<file path="config.mk">
export PLATFORM = sky130hd
export DESIGN_NAME = perireg_decoder
export DESIGN_NICKNAME = d
export VERILOG_FILES = /design/src/rtl/perireg_pkg.sv /design/src/rtl/perireg_addr_decode.sv /design/src/rtl/perireg_port_bank.sv /design/src/rtl/perireg_word_reg.sv /design/src/rtl/perireg_decoder.sv
export SDC_FILE = /design/constraint.sdc
export NUM_CORES = 1
export LEC_CHECK = 0
export ABC_CLOCK_PERIOD_IN_PS = 4100
export BUFFER_PORTS_ARGS = -buffer_cell sky130_fd_sc_hd__buf_2
export CORE_MARGIN = 10
export CORE_UTILIZATION = 50
export CTS_CLUSTER_SIZE = 8
export DETAILED_ROUTE_END_ITERATION = 8
export HOLD_SLACK_MARGIN = 0.12
export MAX_ROUTING_LAYER = met4
export PLACE_DENSITY_LB_ADDON = 0.25
export SLEW_MARGIN = 5
export SYNTH_ARGS = -nofsm -noshare
export SYNTH_HDL_FRONTEND = slang
export SYNTH_HIERARCHICAL = 1
export SYNTH_SLANG_ARGS = --single-unit
</file>
<file path="constraint.sdc">
create_clock -name clk -period 4.1 [get_ports clk]
set_input_delay 0.205 -clock clk [delete_from_list [all_inputs] [get_ports clk]]
set_output_delay 0.205 -clock clk [all_outputs]
set_load 0.05 [all_outputs]
</file>
<file path="src/rtl/perireg_pkg.sv">
package perireg_pkg;

    // Data path geometry
    localparam int PORT_CNT = 4;
    localparam int PORT_W   = 8;
    localparam int DATA_W   = PORT_CNT * PORT_W;
    localparam int ADDR_W   = 32;

    // Internal window: 16 KB, tagged by the upper address bits
    localparam int WIN_LSB  = 14;
    localparam int TAG_W    = ADDR_W - WIN_LSB;
    localparam logic [TAG_W-1:0] WIN_TAG = 18'h20000;

    // Register slots of 64 bytes each
    localparam int SLOT_LSB = 6;
    localparam int SLOT_W   = WIN_LSB - SLOT_LSB;
    localparam logic [SLOT_W-1:0] SLOT_PORTS = 8'd0;
    localparam logic [SLOT_W-1:0] SLOT_CTRL  = 8'd1;
    localparam logic [SLOT_W-1:0] SLOT_GAP   = 8'd2;
    localparam logic [SLOT_W-1:0] SLOT_CFG   = 8'd3;
    localparam logic [SLOT_W-1:0] SLOT_TIME  = 8'd4;
    localparam logic [SLOT_W-1:0] SLOT_ALARM = 8'd5;

    typedef enum logic [1:0] {
        SZ_BYTE  = 2'b00,
        SZ_HALF  = 2'b01,
        SZ_WORD  = 2'b10,
        SZ_WORDX = 2'b11
    } size_e;

    typedef struct packed {
        logic              hit_int;
        logic [SLOT_W-1:0] slot;
        logic              is_port;
        logic [1:0]        port_idx;
        logic              is_half;
        logic              is_word;
    } dec_t;

    typedef struct packed {
        logic              valid;
        logic              internal;
        logic              ext;
        logic              err;
        logic [DATA_W-1:0] rdata;
    } rsp_t;

endpackage

</file>
<file path="src/rtl/perireg_addr_decode.sv">
module perireg_addr_decode
    import perireg_pkg::*;
(
    input  logic [TAG_W-1:0]  addr_tag,
    input  logic [SLOT_W-1:0] addr_slot,
    input  logic [1:0]        addr_byte,
    input  logic [1:0]        size,
    input  logic              big_endian,
    output dec_t              dec
);

    always_comb begin
        dec          = '0;
        dec.hit_int  = (addr_tag == WIN_TAG);
        dec.slot     = addr_slot;
        dec.is_port  = dec.hit_int && (addr_slot == SLOT_PORTS);
        // Reversed byte address in big-endian mode: n -> 3-n
        dec.port_idx = big_endian ? ~addr_byte : addr_byte;
        dec.is_half  = (size == SZ_HALF);
        dec.is_word  = size[1];
    end

endmodule

</file>
<file path="src/rtl/perireg_port_bank.sv">
module perireg_port_bank #(
    parameter int PORTS = 4,
    parameter int PW    = 8,
    localparam int BW   = PORTS * PW
) (
    input  logic             clk,
    input  logic             rst_n,
    input  logic [PORTS-1:0] we,
    input  logic [BW-1:0]    wdata,
    output logic [BW-1:0]    q
);

    logic [PORTS-1:0][PW-1:0] port_d, port_q;

    for (genvar p = 0; p < PORTS; p++) begin : g_port
        always_comb begin
            port_d[p] = port_q[p];
            if (we[p]) begin
                port_d[p] = wdata[p*PW +: PW];
            end
        end
    end

    always_ff @(posedge clk or negedge rst_n) begin
        if (!rst_n) begin
            port_q <= '0;
        end else begin
            port_q <= port_d;
        end
    end

    assign q = port_q;

endmodule

</file>
<file path="src/rtl/perireg_word_reg.sv">
module perireg_word_reg #(
    parameter int          W    = 32,
    parameter logic [W-1:0] MASK = '1
) (
    input  logic         clk,
    input  logic         rst_n,
    input  logic         we,
    input  logic [W-1:0] wdata,
    output logic [W-1:0] q
);

    logic [W-1:0] val_d, val_q;

    always_comb begin
        val_d = val_q;
        if (we) begin
            val_d = wdata & MASK;
        end
    end

    always_ff @(posedge clk or negedge rst_n) begin
        if (!rst_n) begin
            val_q <= '0;
        end else begin
            val_q <= val_d;
        end
    end

    assign q = val_q;

endmodule

</file>
<file path="src/rtl/perireg_decoder.sv">
module perireg_decoder
    import perireg_pkg::*;
#(
    parameter logic [31:0] CTRL_MASK = 32'h0000_FFFF,
    parameter logic [31:0] CFG_MASK  = 32'hFFFF_FFFF,
    parameter logic [31:0] TIME_MASK = 32'hFFFF_FFFF
) (
    input  logic        clk,
    input  logic        rst_por_n,
    input  logic        rst_user_n,
    input  logic        rst_pwrfail_n,
    input  logic        debug_en,
    input  logic        big_endian,
    input  logic        req_valid,
    input  logic        req_write,
    input  logic [31:0] req_addr,
    input  logic [1:0]  req_size,
    input  logic [31:0] req_wdata,
    output logic        rsp_valid,
    output logic [31:0] rsp_rdata,
    output logic        rsp_internal,
    output logic        ext_start,
    output logic        rsp_err
);

    localparam int N_WREG = 4;
    localparam logic [N_WREG-1:0][SLOT_W-1:0] WREG_SLOT =
        {SLOT_ALARM, SLOT_TIME, SLOT_CFG, SLOT_CTRL};
    localparam logic [N_WREG-1:0][DATA_W-1:0] WREG_MASK =
        {TIME_MASK, TIME_MASK, CFG_MASK, CTRL_MASK};
    localparam logic [N_WREG-1:0] WREG_POR_ONLY = 4'b1100;
    localparam logic [DATA_W-1:0] LANE0_MASK =
        {{(DATA_W-PORT_W){1'b0}}, {PORT_W{1'b1}}};

    // Any of the three resets clears the ordinary registers
    logic sys_rst_n;
    assign sys_rst_n = rst_por_n & rst_user_n & rst_pwrfail_n;

    // Offset bits inside a slot take no part in word register selection
    logic unused_addr_bits;
    assign unused_addr_bits = ^req_addr[SLOT_LSB-1:2];

    dec_t dec;

    perireg_addr_decode u_dec (
        .addr_tag   (req_addr[ADDR_W-1:WIN_LSB]),
        .addr_slot  (req_addr[WIN_LSB-1:SLOT_LSB]),
        .addr_byte  (req_addr[1:0]),
        .size       (req_size),
        .big_endian (big_endian),
        .dec        (dec)
    );

    logic                             wr_ok;
    logic [PORT_CNT-1:0]              port_we;
    logic [DATA_W-1:0]                port_q;
    logic [N_WREG-1:0]                wreg_we;
    logic [N_WREG-1:0][DATA_W-1:0]    wreg_q;
    logic [DATA_W-1:0]                rd_word;
    logic [DATA_W-1:0]                lane_mask;
    rsp_t                             rsp_d, rsp_q;

    // Write enables and read selection
    always_comb begin
        wr_ok     = req_valid && req_write && dec.hit_int;
        port_we   = '0;
        wreg_we   = '0;
        rd_word   = '0;
        lane_mask = LANE0_MASK << (PORT_W * dec.port_idx);

        if (dec.is_port) begin
            if (dec.is_word) begin
                port_we = {PORT_CNT{wr_ok}};
                rd_word = port_q;
            end else if (!dec.is_half) begin
                port_we = {{(PORT_CNT-1){1'b0}}, wr_ok} << dec.port_idx;
                rd_word = port_q & lane_mask;
            end
        end

        for (int i = 0; i < N_WREG; i++) begin
            if (dec.hit_int && (dec.slot == WREG_SLOT[i])) begin
                wreg_we[i] = wr_ok;
                rd_word    = wreg_q[i];
            end
        end
    end

    perireg_port_bank #(
        .PORTS (PORT_CNT),
        .PW    (PORT_W)
    ) u_ports (
        .clk   (clk),
        .rst_n (sys_rst_n),
        .we    (port_we),
        .wdata (req_wdata),
        .q     (port_q)
    );

    for (genvar g = 0; g < N_WREG; g++) begin : g_wreg
        perireg_word_reg #(
            .W    (DATA_W),
            .MASK (WREG_MASK[g])
        ) u_reg (
            .clk   (clk),
            .rst_n (WREG_POR_ONLY[g] ? rst_por_n : sys_rst_n),
            .we    (wreg_we[g]),
            .wdata (req_wdata),
            .q     (wreg_q[g])
        );
    end

    // Response next-state
    always_comb begin
        rsp_d       = '0;
        rsp_d.valid = req_valid;
        if (req_valid) begin
            rsp_d.internal = dec.hit_int;
            rsp_d.ext      = !dec.hit_int || debug_en;
            rsp_d.err      = dec.is_port && dec.is_half;
            if (dec.hit_int && !req_write) begin
                rsp_d.rdata = rd_word;
            end
        end
    end

    always_ff @(posedge clk or negedge sys_rst_n) begin
        if (!sys_rst_n) begin
            rsp_q <= '0;
        end else begin
            rsp_q <= rsp_d;
        end
    end

    assign rsp_valid    = rsp_q.valid;
    assign rsp_rdata    = rsp_q.rdata;
    assign rsp_internal = rsp_q.internal;
    assign ext_start    = rsp_q.ext;
    assign rsp_err      = rsp_q.err;

endmodule

</file>
**Word-level counts from Yosys, hierarchy flattened**

Index checks and enable logic that the tools add are counted.

- Bits in registers: 180
- Input bits: 74
- Output and inout port bits: 36
- Logic and storage cells: 55

- Equal/unequal tests: 6
- Shift operators: 2
- Multiplexer cells: 17
- Bitwise gates (word level): 4
- Reductions and logical operators: 13

Operators by type and width:

| kind | number |
|---|---|
| two-way mux 32 bit | 8 |
| two-way mux 35 bit | 1 |
| AND 32 bit | 1 |
| << shifter 8 x 5 -> 32 bit (first input constant) | 1 |
| == test 18 bit (second input constant) | 1 |
| == test 8 x 3 -> 1 bit (second input constant) | 2 |
| two-way mux 4 bit | 3 |
| logical AND 1 bit | 9 |
| == test 8 x 1 -> 1 bit (second input constant) | 1 |
| == test 8 x 2 -> 1 bit (second input constant) | 1 |
| logical NOT 8 bit | 1 |
| two-way mux 1 bit | 4 |
| << shifter 1 x 2 -> 4 bit | 1 |
| AND 1 bit | 2 |
| == test 2 x 1 -> 1 bit (second input constant) | 1 |
| logical NOT 1 bit | 2 |
| two-way mux 2 bit | 1 |
| NOT 2 bit | 1 |
| logical OR 1 bit | 1 |

**Longest topological paths before layout**

Gate-level depths: netlist of the first run.

- Depth after elaboration: 13
- Mapped depth: 10
- Depth with buffers taken out: 8

**Cells and area by module**

The synthesis of the first run kept the hierarchy.

Modules (own cells, without submodules):

| module | instances | cells an instance | area each (um2) | sequential area each (um2) |
|---|---|---|---|---|
| perireg_word_reg at g_wreg[1].u_reg ... | 3 | 68 | 1345.0 | 800.8 |
| perireg_decoder | 1 | 336 | 2812.7 | 900.9 |
| perireg_port_bank | 1 | 68 | 1326.3 | 800.8 |
| perireg_word_reg at g_wreg[0].u_reg | 1 | 51 | 773.2 | 400.4 |
| perireg_addr_decode | 1 | 24 | 197.7 | 0.0 |

**Worst setup path before layout of the first run**

No wires, ideal clock.

- Path type: in2reg
- Start point: input req_addr[24]
- End point: register u_ports.port_q, in the netlist u_ports/q[0]
- Setup time: 0.125 ns
- Arrival time: 2.175 ns
- Data required time: 3.975 ns
- Slack: 1.800 ns
- Stages on the path: 8
- Buffers on the path: 1
- Path through: nor4_2 -> nand2_2 -> nor3_2 -> nand2b_1 -> o31ai_1 -> and3_1 -> buf_6 -> mux2_4

RTL lines:

| item | line | RTL |
|---|---|---|
| from (decl) | perireg_decoder.sv:16 | `input logic [31:0] req_addr,` |
| to (signal assigned) | perireg_port_bank.sv:28 | `port_q <= port_d;` |
| to (decl) | perireg_port_bank.sv:13 | `logic [PORTS-1:0][PW-1:0] port_d, port_q;` |

==> metrics.md, run 1 <==
| Metric | Value |
|---|---|
| Slew Limit Fails | 0 |
| Worst min-delay path class | input pin to flop |
| ANT cells | 0 |
| Clock root buffer | clkbuf_16 |
| Pwr/cell area | roughly 350 nW/um^2 |
| Cts repair resizes | 0 |
| Setup-failing EPs final | 0 |
| DR vias | 6182 |
| GRT overflow | 0 |
| Final Hold Fails | 0 |
| Gpl congestion | 0.808 |
| Row Count | 49 |
| DRT antenna net count | 0 |
| Worst slack at placement | 1.15 ns |
| Number of synthesized flops with an enable pin | 0 |
| Clock skew | between 0.01 and 0.015 ns |
| CTS tree | done |
| IO Pins | 110 |
| Critical-path cell list | buf_2, nor4_1, nand2_1, nor3_2, nand2b_1, o31ai_1, buf_4, and3_1, mux2_4 |
| Worst setup margin | 1.56 ns |
| Startpoint Class | input pin |
| CP Class | input pin to flop |
| Mean Syn Cell Area | 13.4 um^2 |
| FFs w/ async S/R, synth | 100% |
| Design Power | about 3.7 mW |
| Routed WL | 24200 um |
| Leak | 4.98 nW |
| Area Overhead vs Synth | 16.0% |
| Initial Utilization | 50.9% |
| Clock tree sinks | 180 |
| Syn Inst Count | 683 |
| # nets final | 872 |
| VDD IR-drop max | around 0.28 mV |
| Synth area leader | dfrtp_1 |
| Setup TNS | 0 ns |
| Most frequent cells in the layout | dfrtp_1, mux2_4, buf_2 |
| CTS H-tree lvls | 4 |
| Mapped Area | about 9100 um^2 |
| Die Y-Extent | approximately 160 um |
| Global Route Usage Sum | 20.7% |
| Clock Latency Late Sink | 0.44 ns |
| First-pass GRT wire length | between 30000 and 40000 um |
| Largest cells by area after synthesis | dfrtp_1, mux2_4, mux2_2 |
| Largest net degree at the start of global routing | 71 |
| 1st-pass router iterations | 7 |
| Post-synthesis register bit count | 180 |
| Longest Clk Path Bufs | 2 |
| CP Data Required Time | 4.41 ns |
| Core area | between 15000 and 20000 um^2 |
| Worst setup EP type | flop |
| Worst path max stage delay | approximately 0.57 ns |
| Placed wire-length estimate | 13700 um |
| Vias in the first global route | 6811 |
| Share of the synthesized area in the top cell type | 49.3% |
| Count of cell types in the netlist | 41 |
| 1st-iter DRT viols | 451 |
| Tmin final | about 2.5 ns |
| FMAX | about 400 MHz |
| Status | complete, no violations |
| Hold Buf Count CTS | 39 |
| RSZ-0062 raised after global routing | false |
| Per-cell routed wire length | 23.2 um |
| Initial antenna violation count | 0 |
| WP data arrival | approximately 2.9 ns |
| Die ar. | 24100 um^2 |
| Post-CTS Setup Bufs | 0 |
| PortBufs | 105 |
| Crit path max fanout | 37 |
| Syn. warnings | 6 |
| Slowest library cell on the worst path | and3_1 |
| Seq/Total Area, Yosys | 49.3% |
| Commonest non-fill, non-tap cell in the layout | dfrtp_1 |
| Worst Tran Pin Value | 0.969 ns |
| Final period util | 62.0% |
| Clock transition at path regs | 0.06 ns |
| Slew HR | 35.4% |
| Fill count | between 1000 and 1500 |
| Vias per inst | 5.94 |
| Maxcap violations | 0 |
| Chip width | 155 um |
| Worst hold slack | around 0.19 ns |
| Number of buffers created by CTS | 17 |
| Top_reg_cell synth | dfrtp_1 |
| Layout cells sized above 1 | 42.9% |
| DRC violations left | 0 |
## path summary, 6_finish.rpt
path / start / to / slack (ns) / cells past startpoint
worst max-delay path: req_addr[7] / u_ports/q[1] / 1.56 / 9
worst min-delay path: req_size[0] / rsp_err / 0.19 / 3
worst max register to register: g_wreg[2].u_reg/q[31] / rsp_rdata[31] / 2.85 / 4
worst min register to register: g_wreg[3].u_reg/q[16] / g_wreg[3].u_reg/q[16] / 0.51 / 1
max in group asynchronous: rst_por_n / g_wreg[2].u_reg/q[2] / 2.95 / 3
min in group asynchronous: rst_por_n / g_wreg[3].u_reg/q[9] / 0.55 / 3
## metrics by stage
step / cell area, um^2 / instances / util [%]
2_1_floorplan: 9200 / 698 / -
3_3_place_gp: 9580 / 969 / 53.3
3_5_place_dp: 9580 / 969 / 53.3
4_1_cts: 10600 / 1040 / 59.0
5_1_grt: 10600 / 1040 / 59.0
6_report: 10600 / 1040 / 59.0
## flip-flops by register name, summed over array words and instances (netlist names)
name            flops
g_wreg.u_reg/q    112
rsp_rdata          32
u_ports/q          32
ext_start           1
rsp_err             1
rsp_internal        1
rsp_valid           1
## cell families after synthesis
group	Yosys count	share of synthesized area (%)
buffers and inverters	86	7.29
multiplexers	176	27.1
XOR/XNOR	2	0.192
flip-flops	180	49.3
AND/OR/NAND/NOR	103	6.02
AO/OA/AOI/OAI	135	10.1
other	1	0.0410
## synthesized netlist by cell type, types with 3 or more instances
cell,instances
a211oi_1,32
a21oi_1,32
a32oi_1,31
and3_1,6
buf_1,6
buf_12,10
buf_2,4
buf_4,25
buf_6,11
clkbuf_1,28
dfrtp_1,180
mux2_2,44
mux2_4,132
nand2_1,5
nand2b_1,5
nor2_1,36
nor3_1,33
nor4_1,3
nor4_2,3
o22ai_1,31
## critical path, delay by kind of cell
family / cells / cell delay (ns)
buf+inv: 2 / 0.65
simple gates: 5 / 1.44
compound gates: 1 / 0.21
mux: 1 / 0.35
## area by class of cell
class / instances / area [um^2] / share of cell area, %
Sequential cell: 180 / 4500 / 42.5
Multi-Input combinational cell: 432 / 4080 / 38.4
Timing Repair Buffer: 165 / 1120 / 10.5
Clock buffer: 24 / 492 / 4.64
Tap cell: 229 / 287 / 2.70
Clock inverter: 8 / 123 / 1.16
Inverter: 2 / 7.51 / 0.0708
## metal layers
| layer | up-vias | part of all wire, % | global-route usage (%) |
|---|---|---|---|
| met1 | 3236 | 44 | 25.7 |
| met5 | - | 0 | - |
| li1 | 2725 | - | - |
| met3 | 30 | 4.3 | 4.22 |
| met2 | 191 | 50 | 33.6 |
| met4 | 0 | 1.2 | 6.02 |
## power by group
group / internal (mW) / total [mW] / switching, mW
registers: 1.78 / 1.78 / 0.000154
logic: 0.0903 / 0.238 / 0.147
clock network: 1.02 / 1.71 / 0.686
(Power assumes the default switching activity.)
==> run 2: changes to the inputs <==
--- a/config.mk
+++ b/config.mk
@@ -5,7 +5,8 @@
 export SDC_FILE = /design/constraint.sdc
 export NUM_CORES = 1
 export LEC_CHECK = 0
-export ABC_CLOCK_PERIOD_IN_PS = 4100
+export ABC_AREA = 1
+export ABC_CLOCK_PERIOD_IN_PS = 2600
 export BUFFER_PORTS_ARGS = -buffer_cell sky130_fd_sc_hd__buf_2
 export CORE_MARGIN = 10
 export CORE_UTILIZATION = 50
==> constraint.sdc (replaced) <==
create_clock -name clk -period 2.6 [get_ports clk]
set_input_delay 0.13 -clock clk [delete_from_list [all_inputs] [get_ports clk]]
set_output_delay 0.13 -clock clk [all_outputs]
set_load 0.05 [all_outputs]
==> run 2 against run 1 <==
Against the previous run:
- sequential share of layout area shrank 1.4 points
- first-iteration DRC count up 47%
- routed wire length increased by 3.3%
- utilization shrank 0.55 points
- worst hold slack improved by 0.080 ns
- combinational power grew 24%
- total power rose by 54%
- global-route usage is 0.42 points higher
- critical path type unchanged
- largest power group unchanged
- highest routed layer unchanged
==> metrics.md, run 2 <==
| Metric | Value |
|---|---|
| GRT overflow | 0 (unchanged) |
| DR vias | 8090 (was 6182) |
| Final Cell Area | 11000 um^2 (was 10600 um^2) |
| Worst path max stage delay | 0.53 ns (was 0.57 ns) |
| Synth area leader | dfrtp_1 (unchanged) |
| Gpl congestion | 0.816 (was 0.808) |
| Worst slack at placement | 0.401 ns (was 1.15 ns) |
| Multi-input logic area | 3850 um^2 (was 4080 um^2) |
| Placement Cell Area | 9940 um^2 (was 9580 um^2) |
| Startpoint Class | input pin (unchanged) |
| CP Class | input pin to flop (unchanged) |
| Largest cells by area after synthesis | dfrtp_1, nand2_1, nand3_1 (was dfrtp_1, mux2_4, mux2_2) |
| Pwr/cell area | 524 nW/um^2 (was 351 nW/um^2) |
| Tmin final | 1.82 ns |
| Register area | 4500 um^2 (unchanged) |
| Die Y-Extent | 159 um (was 155 um) |
| Status | complete, no violations (unchanged) |
| FFs w/ async S/R, synth | 100% (unchanged) |
| FMAX | 550 MHz |
| Worst setup EP type | flop (unchanged) |
| Largest delay share family, worst path | buffers and inverters (was simple AND/OR/NAND/NOR gates) |
| DRC violations left | 0 (unchanged) |
| CP bufs+invs | 5 (was 2) |
| Clock Latency Late Sink | 0.43 ns (was 0.44 ns) |
| Syn Inst Count | 1282 (was 683) |
| CTS H-tree lvls | 4 (unchanged) |
| Post-synthesis register bit count | 180 (unchanged) |
| Area Overhead vs Synth | 14.4% (was 16.0%) |
| Mean Syn Cell Area | 7.49 um^2 (was 13.4 um^2) |
| Number of synthesized flops with an enable pin | 0 (unchanged) |
| Slew HR | 41.1% (was 35.4%) |
| Chip width | 159 um (was 155 um) |
| ANT cells | 0 (unchanged) |
| Longest Clk Path Bufs | 2 (unchanged) |
| Share of the synthesized area in the top cell type | 46.9% (was 49.3%) |
| CP dominant cell by count | nand2_1 |
| Row Count | 50 (was 49) |
| Per-cell routed wire length | 15.2 um (was 23.2 um) |
| DRT antenna net count | 0 (unchanged) |
| Fill count | 1740 (was 1421) |
| # nets final | 1464 (was 872) |
| Mapped Area | 9600 um^2 (was 9150 um^2) |
| Clock skew | 0.00727 ns (was 0.0125 ns) |
| Most frequent cells in the layout | nand2_1, dfrtp_1, buf_2 (was dfrtp_1, mux2_4, buf_2) |
| Max reg flops | 112 (unchanged) |
| Synth cell count leaders | nand2_1, dfrtp_1, inv_1, nand3_1, a21oi_1 (was dfrtp_1, mux2_4, mux2_2, nor2_1, nor3_1) |
| CP Data Required Time | 2.97 ns (was 4.41 ns) |
| Worst Tran Pin Value | 0.883 ns (was 0.969 ns) |
| Commonest non-fill, non-tap cell in the layout | nand2_1 (was dfrtp_1) |
| VDD IR-drop max | 0.422 mV (was 0.283 mV) |
| IO Pins | 110 (unchanged) |
| Global Route Usage Sum | 21.1% (was 20.7%) |
| Syn. warnings | 6 (unchanged) |
| Leak | 5.99 nW (was 4.98 nW) |
| Clock transition at path regs | 0.07 ns (was 0.06 ns) |
| Count leader, synth | nand2_1 (was dfrtp_1) |
| WP data arrival | 2.19 ns (was 2.86 ns) |
| Final Hold Fails | 0 (unchanged) |
| 1st-pass router iterations | 7 (unchanged) |
| Largest net degree at the start of global routing | 65 (was 71) |
| Initial antenna violation count | 0 (unchanged) |
| Setup TNS | 0 ns (unchanged) |
| Slew Limit Fails | 0 (unchanged) |
| Vias per inst | 4.94 (was 5.94) |
| Number of buffers created by CTS | 17 (unchanged) |
| Clock root buffer | clkbuf_16 (unchanged) |
| Final period util | 70.0% |
| Vias in the first global route | 7929 (was 6811) |
| Top_reg_cell synth | dfrtp_1 (unchanged) |
| Initial Utilization | 51.1% (was 50.9%) |
| Die ar. | 25100 um^2 (was 24100 um^2) |
| Slowest library cell on the worst path | dlygate4sd3_1 (was and3_1) |
| Maxcap violations | 0 (unchanged) |
| Routed WL | 24900 um (was 24200 um) |
| Crit path max fanout | 9 (was 37) |
| 1st-iter DRT viols | 662 (was 451) |
| Layout cells sized above 1 | 17.3% (was 42.9%) |
| Placed wire-length estimate | 15600 um (was 13700 um) |
| Worst setup margin | 0.781 ns (was 1.56 ns) |
| Critical-path cell list | dlygate4sd3_1, buf_2, nor2_1, inv_1, nand3_1, nand2_1, nand3_1, inv_1, inv_2, nand2_1, nand2_1 (was buf_2, nor4_1, nand2_1, nor3_2, nand2b_1, o31ai_1, buf_4, and3_1, mux2_4) |
| Seq/Total Area, Yosys | 46.9% (was 49.3%) |
| Worst min-delay path class | input pin to flop (unchanged) |
| Final Util | 58.5% (was 59.0%) |
| PortBufs | 105 (unchanged) |
| Setup-failing EPs final | 0 (unchanged) |
| First-pass GRT wire length | 41100 um (was 38600 um) |
| RSZ-0062 raised after global routing | false (unchanged) |
| Clock tree sinks | 180 (unchanged) |
| CTS tree | done (unchanged) |
| Count of cell types in the netlist | 30 (was 41) |
| Core area | 18800 um^2 (was 18000 um^2) |
## run 2: per-layer routing
metal / up-vias / share of wire (%) / GRT usage, % / wire [um]
li1: 4093 / - / - / -
met1: 3773 / 45 / 26.4 / 11100
met2: 190 / 50 / 34.6 / 12400
met3: 34 / 4.1 / 3.56 / 1020
met4: 0 / 1.7 / 6.35 / 419
met5: - / 0 / - / 0
## run 2: through the flow
step	hold slack (ns)	power [mW]	cells
final	0.274	5.75	1637
after CTS	0.256	5.79	1637
after floorplan	-0.166	2.97	1297
after global placement	0.270	3.10	1564
after global routing	0.300	5.95	1637
after detailed placement	0.275	3.10	1564
## run 2: tightest hold or removal path, stage by stage
cell      delay (ns)
buf_2           0.22
o211ai_1        0.14
nand2_1         0.05
nand2_1         0.05
a21oi_1         0.06
## run 2: kinds of logic (layout without fill, tap and decap cells)
family | Yosys count | count (layout) | share of synthesized area [%]
simple gates | 757 | 757 | 32.0
buf+inv | 222 | 328 | 13.8
flops | 180 | 180 | 46.9
compound gates | 120 | 120 | 7.09
xor+xnor | 2 | 2 | 0.183
other cells | 1 | 16 | 0.0391
## run 2: cell type report
| class | instances | area share (%) |
|---|---|---|
| Sequential cell | 180 | 41.0 |
| Multi-Input combinational cell | 895 | 35.1 |
| Timing Repair Buffer | 173 | 11.2 |
| Inverter | 123 | 4.46 |
| Clock buffer | 18 | 4.00 |
| Tap cell | 234 | 2.67 |
| Clock inverter | 14 | 1.54 |
## run 2: timing repair
action | CTS | global route
hold buffers | 41 | 0
hold endpoints to repair | 252 | 0
gates resized for setup | 0 | 0
buffers inserted | 0 | 0
## run 2: worst paths after layout
kind,from,endpoint,slack (ns),cells after the start
max,req_size[1],u_ports/q[0],0.78,11
min,req_addr[6],rsp_rdata[30],0.27,5
max reg2reg,u_ports/q[1],rsp_rdata[1],1.60,6
min reg2reg,g_wreg[3].u_reg/q[29],g_wreg[3].u_reg/q[29],0.47,2
max in group asynchronous,rst_por_n,rsp_rdata[6],1.01,5
min in group asynchronous,rst_por_n,g_wreg[2].u_reg/q[17],0.45,3
## run 2: power breakdown
group	leakage, nW	switching (mW)	internal [mW]	total (mW)
sequential	2.49	0.000306	2.80	2.80
combinational	3.21	0.192	0.104	0.296
clock	0.295	1.18	1.48	2.65
